--- config.mk ---
export PLATFORM = sky130hd
export DESIGN_NAME = mii_carrier_sense
export DESIGN_NICKNAME = d
export VERILOG_FILES = /design/src/rtl/mii_cs_pkg.sv /design/src/rtl/mii_act_reg.sv /design/src/rtl/mii_crs_col.sv /design/src/rtl/mii_rx_framer.sv /design/src/rtl/mii_carrier_sense.sv
export SDC_FILE = /design/constraint.sdc
export NUM_CORES = 1
export LEC_CHECK = 0
export ABC_AREA = 1
export BUFFER_PORTS_ARGS = -buffer_cell sky130_fd_sc_hd__buf_2
export CAP_MARGIN = 40
export CORE_AREA = 2 2 39 41
export CTS_CLUSTER_SIZE = 8
export DETAILED_ROUTE_END_ITERATION = 16
export DIE_AREA = 0 0 41 43
export GPL_TIMING_DRIVEN = 1
export PLACE_DENSITY = 0.46
export SETUP_SLACK_MARGIN = 0.02
export SYNTH_ARGS = -nofsm -noshare
export SYNTH_HDL_FRONTEND = slang
export SYNTH_SLANG_ARGS = --single-unit
--- constraint.sdc ---
create_clock -name clk -period 0.8 [get_ports clk]
set_input_delay 0.16 -clock clk [delete_from_list [all_inputs] [get_ports clk]]
set_output_delay 0.16 -clock clk [all_outputs]
set_load 0.02 [all_outputs]
--- src/rtl/mii_cs_pkg.sv ---
package mii_cs_pkg;

  typedef enum logic [1:0] {
    RXF_IDLE = 2'd0,
    RXF_DATA = 2'd1,
    RXF_TAIL = 2'd2
  } rxf_state_t;

  function automatic logic crs_of(input logic tx_act, input logic rx_act,
                                  input logic fdx, input logic rptr);
    logic rx_only;
    rx_only = fdx | rptr;
    return rx_only ? rx_act : (tx_act | rx_act);
  endfunction

  function automatic logic col_of(input logic tx_act, input logic rx_act,
                                  input logic fdx);
    return (!fdx) & tx_act & rx_act;
  endfunction

  function automatic rxf_state_t rxf_next(input rxf_state_t cur, input logic act,
                                          input logic sfd, input logic eos);
    rxf_state_t n;
    n = cur;
    case (cur)
      RXF_IDLE: if (act && sfd) n = RXF_DATA;
      RXF_DATA: if (!act) n = RXF_IDLE;
                else if (eos) n = RXF_TAIL;
      RXF_TAIL: if (!act) n = RXF_IDLE;
      default:  n = RXF_IDLE;
    endcase
    return n;
  endfunction

endpackage

--- src/rtl/mii_act_reg.sv ---
module mii_act_reg (
  input  logic clk,
  input  logic rst_n,
  input  logic tx_en_i,
  input  logic tx_er_i,
  input  logic rx_act_i,
  output logic tx_act_q,
  output logic rx_act_q,
  output logic tx_bad_q
);

  logic tx_bad_d;
  assign tx_bad_d = tx_en_i & tx_er_i;

  always_ff @(posedge clk) begin
    if (!rst_n) begin
      tx_act_q <= 1'b0;
      rx_act_q <= 1'b0;
      tx_bad_q <= 1'b0;
    end else begin
      tx_act_q <= tx_en_i;
      rx_act_q <= rx_act_i;
      tx_bad_q <= tx_bad_d;
    end
  end

  // a marked nibble always belongs to an active transmission
  p_bad_in_frame_r6: assert property (@(posedge clk) disable iff (!rst_n)
    tx_bad_q |-> tx_act_q);

  // error request without enable leaves no mark
  p_er_alone_r6: assert property (@(posedge clk) disable iff (!rst_n)
    (tx_er_i && !tx_en_i) |=> !tx_bad_q);

endmodule

--- src/rtl/mii_crs_col.sv ---
module mii_crs_col
  import mii_cs_pkg::*;
(
  input  logic clk,
  input  logic rst_n,
  input  logic tx_act_q,
  input  logic rx_act_q,
  input  logic full_dup_i,
  input  logic rptr_mode_i,
  output logic crs_o,
  output logic col_o
);

  assign crs_o = crs_of(tx_act_q, rx_act_q, full_dup_i, rptr_mode_i);
  assign col_o = col_of(tx_act_q, rx_act_q, full_dup_i);

  // a collision is always accompanied by carrier
  p_col_has_crs_r4: assert property (@(posedge clk) disable iff (!rst_n)
    col_o |-> crs_o);

  // no collision while full duplex is selected
  p_no_col_fdx_r5: assert property (@(posedge clk) disable iff (!rst_n)
    (full_dup_i && $past(full_dup_i)) |-> !col_o);

endmodule

--- src/rtl/mii_rx_framer.sv ---
module mii_rx_framer
  import mii_cs_pkg::*;
(
  input  logic clk,
  input  logic rst_n,
  input  logic rx_act_i,
  input  logic rx_sfd_i,
  input  logic rx_eos_i,
  input  logic rx_err_i,
  output logic rx_dv_o,
  output logic rx_er_o
);

  rxf_state_t st_q, st_d;
  logic       er_q;
  logic       in_frame_next;

  assign st_d          = rxf_next(st_q, rx_act_i, rx_sfd_i, rx_eos_i);
  assign in_frame_next = (st_d == RXF_DATA);

  always_ff @(posedge clk) begin
    if (!rst_n) begin
      st_q <= RXF_IDLE;
      er_q <= 1'b0;
    end else begin
      st_q <= st_d;
      er_q <= rx_err_i & in_frame_next;
    end
  end

  assign rx_dv_o = (st_q == RXF_DATA);
  assign rx_er_o = er_q;

  // errors are only reported inside a valid frame
  p_er_in_dv_r10: assert property (@(posedge clk) disable iff (!rst_n)
    rx_er_o |-> rx_dv_o);

  // end-of-stream closes the frame on the next clock
  p_eos_close_r8: assert property (@(posedge clk) disable iff (!rst_n)
    rx_eos_i |=> !rx_dv_o);

  // loss of activity closes the frame on the next clock
  p_act_drop_r9: assert property (@(posedge clk) disable iff (!rst_n)
    !rx_act_i |=> !rx_dv_o);

  // valid only opens after a start strobe
  p_open_on_sfd_r7: assert property (@(posedge clk) disable iff (!rst_n)
    $rose(rx_dv_o) |-> ($past(rx_sfd_i) && $past(rx_act_i)));

endmodule

--- src/rtl/mii_carrier_sense.sv ---
module mii_carrier_sense (
  input  logic clk,
  input  logic rst_n,
  input  logic full_dup_i,
  input  logic rptr_mode_i,
  input  logic tx_en_i,
  input  logic tx_er_i,
  input  logic rx_act_i,
  input  logic rx_sfd_i,
  input  logic rx_eos_i,
  input  logic rx_err_i,
  output logic crs_o,
  output logic col_o,
  output logic tx_bad_o,
  output logic rx_dv_o,
  output logic rx_er_o
);

  logic tx_act_q;
  logic rx_act_q;

  mii_act_reg u_act (
    .clk      (clk),
    .rst_n    (rst_n),
    .tx_en_i  (tx_en_i),
    .tx_er_i  (tx_er_i),
    .rx_act_i (rx_act_i),
    .tx_act_q (tx_act_q),
    .rx_act_q (rx_act_q),
    .tx_bad_q (tx_bad_o)
  );

  mii_crs_col u_crs (
    .clk         (clk),
    .rst_n       (rst_n),
    .tx_act_q    (tx_act_q),
    .rx_act_q    (rx_act_q),
    .full_dup_i  (full_dup_i),
    .rptr_mode_i (rptr_mode_i),
    .crs_o       (crs_o),
    .col_o       (col_o)
  );

  mii_rx_framer u_rxf (
    .clk      (clk),
    .rst_n    (rst_n),
    .rx_act_i (rx_act_i),
    .rx_sfd_i (rx_sfd_i),
    .rx_eos_i (rx_eos_i),
    .rx_err_i (rx_err_i),
    .rx_dv_o  (rx_dv_o),
    .rx_er_o  (rx_er_o)
  );

  // in full duplex an idle receiver means no carrier next clock
  p_fdx_rx_only_r2: assert property (@(posedge clk) disable iff (!rst_n)
    (full_dup_i && !$past(rx_act_i)) |-> !crs_o);

  // in repeater mode transmit alone never raises carrier
  p_rptr_rx_only_r3: assert property (@(posedge clk) disable iff (!rst_n)
    (rptr_mode_i && !$past(rx_act_i)) |-> !crs_o);

  // half-duplex node carrier follows transmit as well
  p_hdx_tx_crs_r1: assert property (@(posedge clk) disable iff (!rst_n)
    (!full_dup_i && !rptr_mode_i && $past(tx_en_i) && $past(rst_n)) |-> crs_o);

endmodule

==> results of run 1 <==
kinds of logic after synthesis:
| logic type | after synthesis |
|---|---|
| AND/OR/NAND/NOR | 14 |
| buffers and inverters | 8 |
| flip-flops | 6 |
| AO/OA/AOI/OAI | 3 |
cell type report:
class,count,area (um^2)
fill,150,933
tap,16,20.0
clock buffer,3,22.5
timing repair buffer,16,124
sequential,6,128
inverter,8,30.0
multi-input combinational,17,126
per-stage QoR:
stage | TNS (ps) | power, uW | hold WS (ps) | util (%)
4_1_cts | -892 | 729 | 119 | 32.5
3_5_place_dp | -179 | 416 | 377 | 25.2
3_3_place_gp | -193 | 416 | 374 | 25.2
5_1_grt | -1280 | 769 | 146 | 32.5
2_1_floorplan | -2.21 | 373 | 271 | -
6_report | -813 | 712 | 126 | 32.5
critical path, delay by kind of cell (launching register included):
family                 cells  cell delay [ps]
AOI/OAI and AO/OA          1              170
buffers and inverters      2              190
DFF                        1              310
synth_stat cells:
cell type  instances
a21boi_0           1
a21oi_1            1
dfxtp_1            6
inv_1              8
nand2_1            5
nand3_1            3
nand4_1            1
nor2_1             4
nor3_1             1
o31ai_1            1
how the worst max path moves through the flow:
stage	startpoint	to	slack, ps
after CTS	u_act.tx_act_q	crs_o	-290
final	u_act.tx_act_q	crs_o	-270
after detailed placement	u_act.tx_act_q	crs_o	-80
after global placement	u_act.tx_act_q	crs_o	-70
after floorplan	u_act.tx_act_q	crs_o	-2
after global routing	u_act.tx_act_q	crs_o	-330
registers in the layout, summed over array words and instances, names as in the netlist:
| name | flops |
|---|---|
| u_rxf.st_q | 2 |
| u_rxf.rx_er_o | 1 |
| u_act.tx_act_q | 1 |
| u_act.tx_bad_q | 1 |
| u_act.rx_act_q | 1 |
cells in the final DEF, fill, tap and decap left out:
master / n
buf_6: 7
buf_2: 9
inv_2: 4
nand3_2: 3
nand2_1: 5
nor2_2: 1
a21oi_2: 1
clkbuf_4: 3
inv_1: 4
dfxtp_2: 6
nand4_1: 1
nor2_1: 3
nor3_4: 1
a21boi_1: 1
o31ai_4: 1
timing repair:
action	4_1_cts	5_1_grt
buffers inserted	3	1
hold buffers	0	0
setup endpoints to repair	8	8
pin swaps	7	6
resized for setup	25	1
metal layers:
layer | wire (um) | part of all wire (%)
met1 | 240 | 45
met2 | 261 | 49
met3 | 30 | 5.6
met4 | 0 | 0
met5 | 0 | 0
report_power, final:
| part | total (uW) | switching (uW) | internal (uW) |
|---|---|---|---|
| sequential | 322 | 7.16 | 315 |
| combinational | 122 | 60.5 | 61.9 |
| clock | 268 | 99.0 | 169 |
| total | 712 | 167 | 546 |
==> flow_summary.ini, run 1 <==
[drt]
drtIter0Drc = 4
first_pass_iters = 2
vias = 262
routed_via_density = 3.97
drt-wirelength-per-cell_um = 8.06
drc = 0
routed_wirelength_um = 532
ant_nets = 0

[sta]
period_minus_slack_ps = 1070
fin_ws_ps = -273
max_freq_ghz = 0.932
setup_viol = 7
post-route-period-util_pct = 134
tightestPinTransition_ps = 173
hold_viol = 0
grt_setup_unrepaired = yes
finalMaxSlewViolations = 0
slew_headroom_pct = 88.4
skew_ps = 1.71

[status]
violations = negative setup slack
status = complete, but fails checks

[logic_synthesis]
synth_top_area_share_pct = 52.2
synth_nets = 41
syn_avg_cell_area_um2 = 7.43
yosys-top-cells-area = dfxtp_1, inv_1, nand2_1
synth-simple-area-share_pct = 26.1
syn_area_um2 = 230
post_synth_num_cell_types = 10
ys_seq_area_share_pct = 52.2
synth_top_family_by_area = simple AND/OR/NAND/NOR gates
synthAdderAreaFrac_pct = 0
synth.largest_area_cell = dfxtp_1
ys_warn_count = 0
synth-xor-area-share_pct = 0
synth_mux_area_share_pct = 0
ys_seq_elements = 6
synth-compound-area-share_pct = 8.70
netlist_instances = 31

[setup_path]
cp_data_required_time_ps = 640
crit_fanout = 2
arrival_ps = 910
slowest_delay_ps = 310
crit_chain = inv_2 > o31ai_4 > buf_6
reg2reg_slack_ps = -20
path_class = reg2out
cpMaxStageDelayCell = dfxtp_2
startpoint_type = register
rr_worst_depth = 6
end_kind = output port
reg2reg_to = u_rxf.rx_er_o
r2r_start = u_rxf.st_q[0]

[min_path]
min_from = tx_en_i
hold_path.class = in2reg
hold_depth = 3
min_to = u_act.tx_act_q

[finish]
fin_cells = 66
n_antenna_cell = 0
syn2layout_area_growth_pct = 95.7
final_nets = 62
fin_area_um2 = 450
layout-drive-gt1-share_pct = 72.0

[floorplan]
die_x_um = 41
io_pins = 15
start_util_pct = 16.6
die_area_mm2 = 0.00176
coreArea_mm2 = 0.00138
die_h_um = 43
rows = 14

[grt]
use_met1_pct = 8.68
antenna_found_initial = 0
first_global_vias = 265
grtUsageMet3_pct = 4.71
grt_use_met2_pct = 12.2
overflow = 0
grt_max_degree = 6
track_usage_pct = 9.04
grt_first_pass_wirelength_um = 986
gr-max-usage-layer = met2

[placement]
dp.cells = 61
place_area_um2 = 349
dpl_worst_slack_ps = -82.9
gp_congestion = 0.640
post-dp-hpwl_um = 375
placement.io_buffers = 14

[power]
p_leak_uw = 0.000229
peakVddDrop_mv = 0.531
powerDensity_mw_per_mm2 = 1580

[clock_tree]
clk_pin_slew_worst_paths_ps = 40
cts_root_buffer = clkbuf_4
cts_buffers = 3
clockBufferDepth = 2
cts_sinks = 6
ctsHtreeMaxLevel = 1
cts_tree = built
clk_latency_ps = 240

[run]
max-cap-violations = 0
Power figures use the tool's default switching activity.
==> run 2: changes to the inputs <==
- PLACE_DENSITY: 0.46 -> 0.48
- RECOVER_POWER: default -> 25
- SYNTH_HIERARCHICAL: default -> 1
==> flow_summary.ini, run 2 <==
[sta]
tightestPinTransition_ps = 159
grt_setup_unrepaired = yes
fin_ws_ps = -190
skew_ps = 0.0271
period_minus_slack_ps = 990
hold_viol = 0
setup_viol = 6
finalMaxSlewViolations = 0
fin_hold_ws_ps = 132
slew_headroom_pct = 89.4
max_freq_ghz = 1.01
post-route-period-util_pct = 124

[floorplan]
rows = 14
io_pins = 15
die_x_um = 41
die_area_mm2 = 0.00176
die_h_um = 43
start_util_pct = 18.6
coreArea_mm2 = 0.00138

[finish]
register_area_um2 = 128
n_antenna_cell = 0
multi_input_area_um2 = 98.8
fillers = 152
fin_cells = 74
layout-drive-gt1-share_pct = 50.0
final_nets = 70
largest_reg_flops = 2
regMostFlops = u_rxf/st_q
layout_common_cells = nand2_1, inv_1, buf_2, buf_6, dfxtp_2
syn2layout_area_growth_pct = 66.5

[grt]
grtUsageMet3_pct = 1.57
grt_first_pass_wirelength_um = 855
antenna_found_initial = 0
first_global_vias = 247
gr-max-usage-layer = met4
use_met1_pct = 7.10
grt_max_degree = 5
grt_use_met2_pct = 11.6
overflow = 0
track_usage_pct = 8.04

[drt]
first_pass_iters = 1
ant_nets = 0
vias = 262
drc = 0
routed_wirelength_um = 541
routed_via_density = 3.54
drtIter0Drc = 0
drt-wirelength-per-cell_um = 7.31

[logic_synthesis]
syn_avg_cell_area_um2 = 6.44
ys_warn_count = 6
ys_seq_area_share_pct = 46.6
synthTopCellsByCount = inv_1, nand2_1, dfxtp_1
synth_ff_type = dfxtp_1
synth_edf_count = 0
synth.largest_area_cell = dfxtp_1
ys_async_sr_fraction_pct = 0
syn_area_um2 = 258
netlist_instances = 40
yosys-top-cells-area = dfxtp_1, inv_1, nand2_1
synth_nets = 50
post_synth_num_cell_types = 7
ys_seq_elements = 6
synth_top_area_share_pct = 46.6

[placement]
gp_congestion = 0.725
post-dp-hpwl_um = 394
placement.io_buffers = 14
dpl_worst_slack_ps = -9.23
dp.cells = 70

[power]
clockPowerShare_pct = 38.7
peakVddDrop_mv = 0.520
internal_power_uw = 539
p_sw_uw = 167
p_leak_uw = 0.000253
seqPwrFrac_pct = 45.5
swShare_pct = 23.6
power_frac_comb_pct = 15.8
powerDensity_mw_per_mm2 = 1650

[setup_path]
r2r_start = u_rxf/st_q[0]
path_class = reg2out
crit_fanout = 2
arrival_ps = 830
end_kind = output port
worstSetupStartpoint = u_act/tx_act_q
startpoint_type = register
cp_data_required_time_ps = 640
rr_worst_depth = 6

[clock_tree]
ctsHtreeMaxLevel = 1
cts_root_buffer = clkbuf_4
clockBufferDepth = 2
cts_sinks = 6
cts_buffers = 3
cts_tree = built
clk_latency_ps = 240
clk_pin_slew_worst_paths_ps = 40

[run]
max-cap-violations = 0

[min_path]
hold_path.class = in2reg
min_from = rx_act_i
hold_depth = 3

[status]
violations = negative setup slack
status = complete, but fails checks
-- run 2: stage by stage --
step	util [%]	total power, uW	setup TNS [ps]	cell area, um^2
6_report	31.0	706	-646	429
5_1_grt	31.0	742	-994	429
4_1_cts	30.6	718	-690	423
3_5_place_dp	25.3	414	-12.4	350
3_3_place_gp	25.3	413	-6.28	350
2_1_floorplan	-	374	0	260
-- run 2: path summary, 6_finish.rpt --
check	end	slack (ps)
max	col_o	-190
max reg2reg	u_rxf/rx_er_o	-60
min	u_act/rx_act_q	130
min reg2reg	u_rxf/st_q[1]	640
-- run 2: area by class of cell --
class | count | share of cell area [%]
Timing Repair Buffer | 15 | 25.9
Tap cell | 16 | 4.66
Multi-Input combinational cell | 21 | 23.0
Clock buffer | 3 | 5.25
Inverter | 13 | 11.4
Sequential cell | 6 | 29.7
-- run 2: cell families after synthesis --
| logic type | count (synthesis) | synth area share (%) |
|---|---|---|
| flip-flops | 6 | 46.6 |
| buffers and inverters | 13 | 18.9 |
| AND/OR/NAND/NOR | 21 | 34.5 |
-- run 2: critical path, stage by stage (launching register included) --
cell and delay (ps):
dfxtp_2 320, nand2_1 60, nor2_2 90, buf_6 120
-- run 2: power by group through the flow --
| stage | sequential (uW) | combinational [uW] | clock, uW |
|---|---|---|---|
| after floorplan | 328 | 46.1 | 0 |
| after global placement | 324 | 88.5 | 0 |
| after detailed placement | 324 | 89.6 | 0 |
| after CTS | 321 | 109 | 288 |
| after global routing | 323 | 125 | 294 |
| final | 322 | 111 | 273 |
-- run 2: layer usage --
metal	vias to the layer above	part of all wire [%]
met2	10	51
met3	2	5.5
met5	-	0
li1	145	-
met1	105	39
met4	0	3.5
-- run 2: repair_timing --
| action | in CTS | in global routing |
|---|---|---|
| gates resized for setup | 16 | 3 |
| endpoints found under the setup margin | 6 | 8 |
| hold buffers | 0 | 0 |
| pin swaps | 5 | 4 |
| buffers inserted | 1 | 0 |
==> run 3: changes to the inputs <==
- PLACE_DENSITY: 0.48 -> 0.46
- SYNTH_HIERARCHICAL: 1 -> default
==> flow_summary.ini, run 3 (synthesis results as in run 1) <==
[status]
status = complete, but fails checks
violations = negative setup slack

[drt]
first_pass_iters = 2
drtIter0Drc = 4
drt-wirelength-per-cell_um = 8.08
drc = 0
vias = 262
ant_nets = 0
routed_wirelength_um = 533
routed_via_density = 3.97

[finish]
layout-drive-gt1-share_pct = 70.0
largest_reg_flops = 2
final_nets = 62
n_antenna_cell = 0
syn2layout_area_growth_pct = 95.1
layout_common_cells = buf_2, buf_6, dfxtp_2, nand2_1
fin_cells = 66
fillers = 151
final_common_cell = buf_2
regMostFlops = u_rxf.st_q

[floorplan]
start_util_pct = 16.6
rows = 14
die_area_mm2 = 0.00176
io_pins = 15
coreArea_mm2 = 0.00138
die_h_um = 43
die_x_um = 41

[setup_path]
arrival_ps = 910
crit_fanout = 2
startpoint_type = register
path_class = reg2out
end_kind = output port
cp_data_required_time_ps = 640

[grt]
grt_use_met2_pct = 12.2
grtUsageMet3_pct = 4.71
first_global_vias = 265
use_met1_pct = 8.68
grt_max_degree = 6
grt_first_pass_wirelength_um = 986
overflow = 0
antenna_found_initial = 0
track_usage_pct = 9.04
gr-max-usage-layer = met2

[placement]
placement.io_buffers = 14
dp.cells = 61
gp_congestion = 0.640
post-dp-hpwl_um = 375

[sta]
tightestPinTransition_ps = 173
fin_hold_ws_ps = 126
finalMaxSlewViolations = 0
period_minus_slack_ps = 1070
setup_viol = 7
max_freq_ghz = 0.932
skew_ps = 1.71
fin_ws_ps = -273
grt_setup_unrepaired = yes
hold_viol = 0
post-route-period-util_pct = 134
slew_headroom_pct = 88.4

[clock_tree]
clk_latency_ps = 240
cts_root_buffer = clkbuf_4
clockBufferDepth = 2
clk_pin_slew_worst_paths_ps = 40
cts_buffers = 3
ctsHtreeMaxLevel = 1
cts_tree = built
cts_sinks = 6

[power]
p_leak_uw = 0.000227
peakVddDrop_mv = 0.531
powerDensity_mw_per_mm2 = 1580

[min_path]
hold_path.class = in2reg

[run]
max-cap-violations = 0
==> run 3: cell types whose count changed in the layout (fill, tap and decap cells not counted), sizes merged <==
cell	before	now
a21oi	0	1
a21boi	0	1
buf	14	15
nand2	12	5
inv	13	8
nand3	2	3
nand4	0	1
o31ai	0	1
nor2	7	4
nor3	0	1
==> run 3: report_power, final <==
group | internal [uW] | total, uW | switching, uW
sequential | 315 | 322 | 7.16
clock | 169 | 268 | 99.0
combinational | 61.2 | 122 | 60.5
total | 545 | 712 | 167
==> run 3: per-stage QoR <==
stage | power, uW | utilization [%] | setup WS, ps | setup TNS, ps | cell area [um^2]
after global routing | 768 | 32.5 | -327 | -1280 | 449
after CTS | 729 | 32.5 | -286 | -892 | 450
after global placement | 416 | 25.2 | -69.7 | -193 | 349
after detailed placement | 416 | 25.2 | -82.9 | -179 | 349
after floorplan | 373 | - | -2.21 | -2.21 | 259
final | 712 | 32.5 | -273 | -813 | 449
==> run 3: final timing paths <==
kind,start,end,slack (ps),cells after the start
setup reg to reg,u_rxf.st_q[0],u_rxf.rx_er_o,-20,6
hold reg to reg,u_rxf.st_q[1],u_rxf.st_q[1],550,2
setup / recovery,u_act.tx_act_q,crs_o,-270,3
hold / removal,tx_en_i,u_act.tx_act_q,130,3
==> run 3: area by class of cell <==
cell class | count | area [um^2] | share of cell area (%)
clock buffers | 3 | 22.5 | 5.01
inverters | 8 | 30.0 | 6.69
multi-input cells | 17 | 126 | 28.1
flip-flops and latches | 6 | 128 | 28.4
well taps | 16 | 20.0 | 4.46
repair buffers | 16 | 123 | 27.3
==> run 3: layer usage <==
metal | up-vias | wire, um
met2 | 10 | 261
met5 | - | 0
met4 | 0 | 0
met3 | 0 | 30
met1 | 116 | 241
li1 | 136 | -
==> run 3: timing repair <==
item | 4_1_cts | 5_1_grt
setup endpoints to repair | 8 | 8
pin swaps | 7 | 6
buffers inserted | 3 | 1
hold buffers | 0 | 0
gates resized for setup | 25 | 1
==> run 3: critical path, stage by stage, from the launching register on <==
cell,delay [ps]
dfxtp_2,310
inv_2,50
o31ai_4,170
buf_6,140
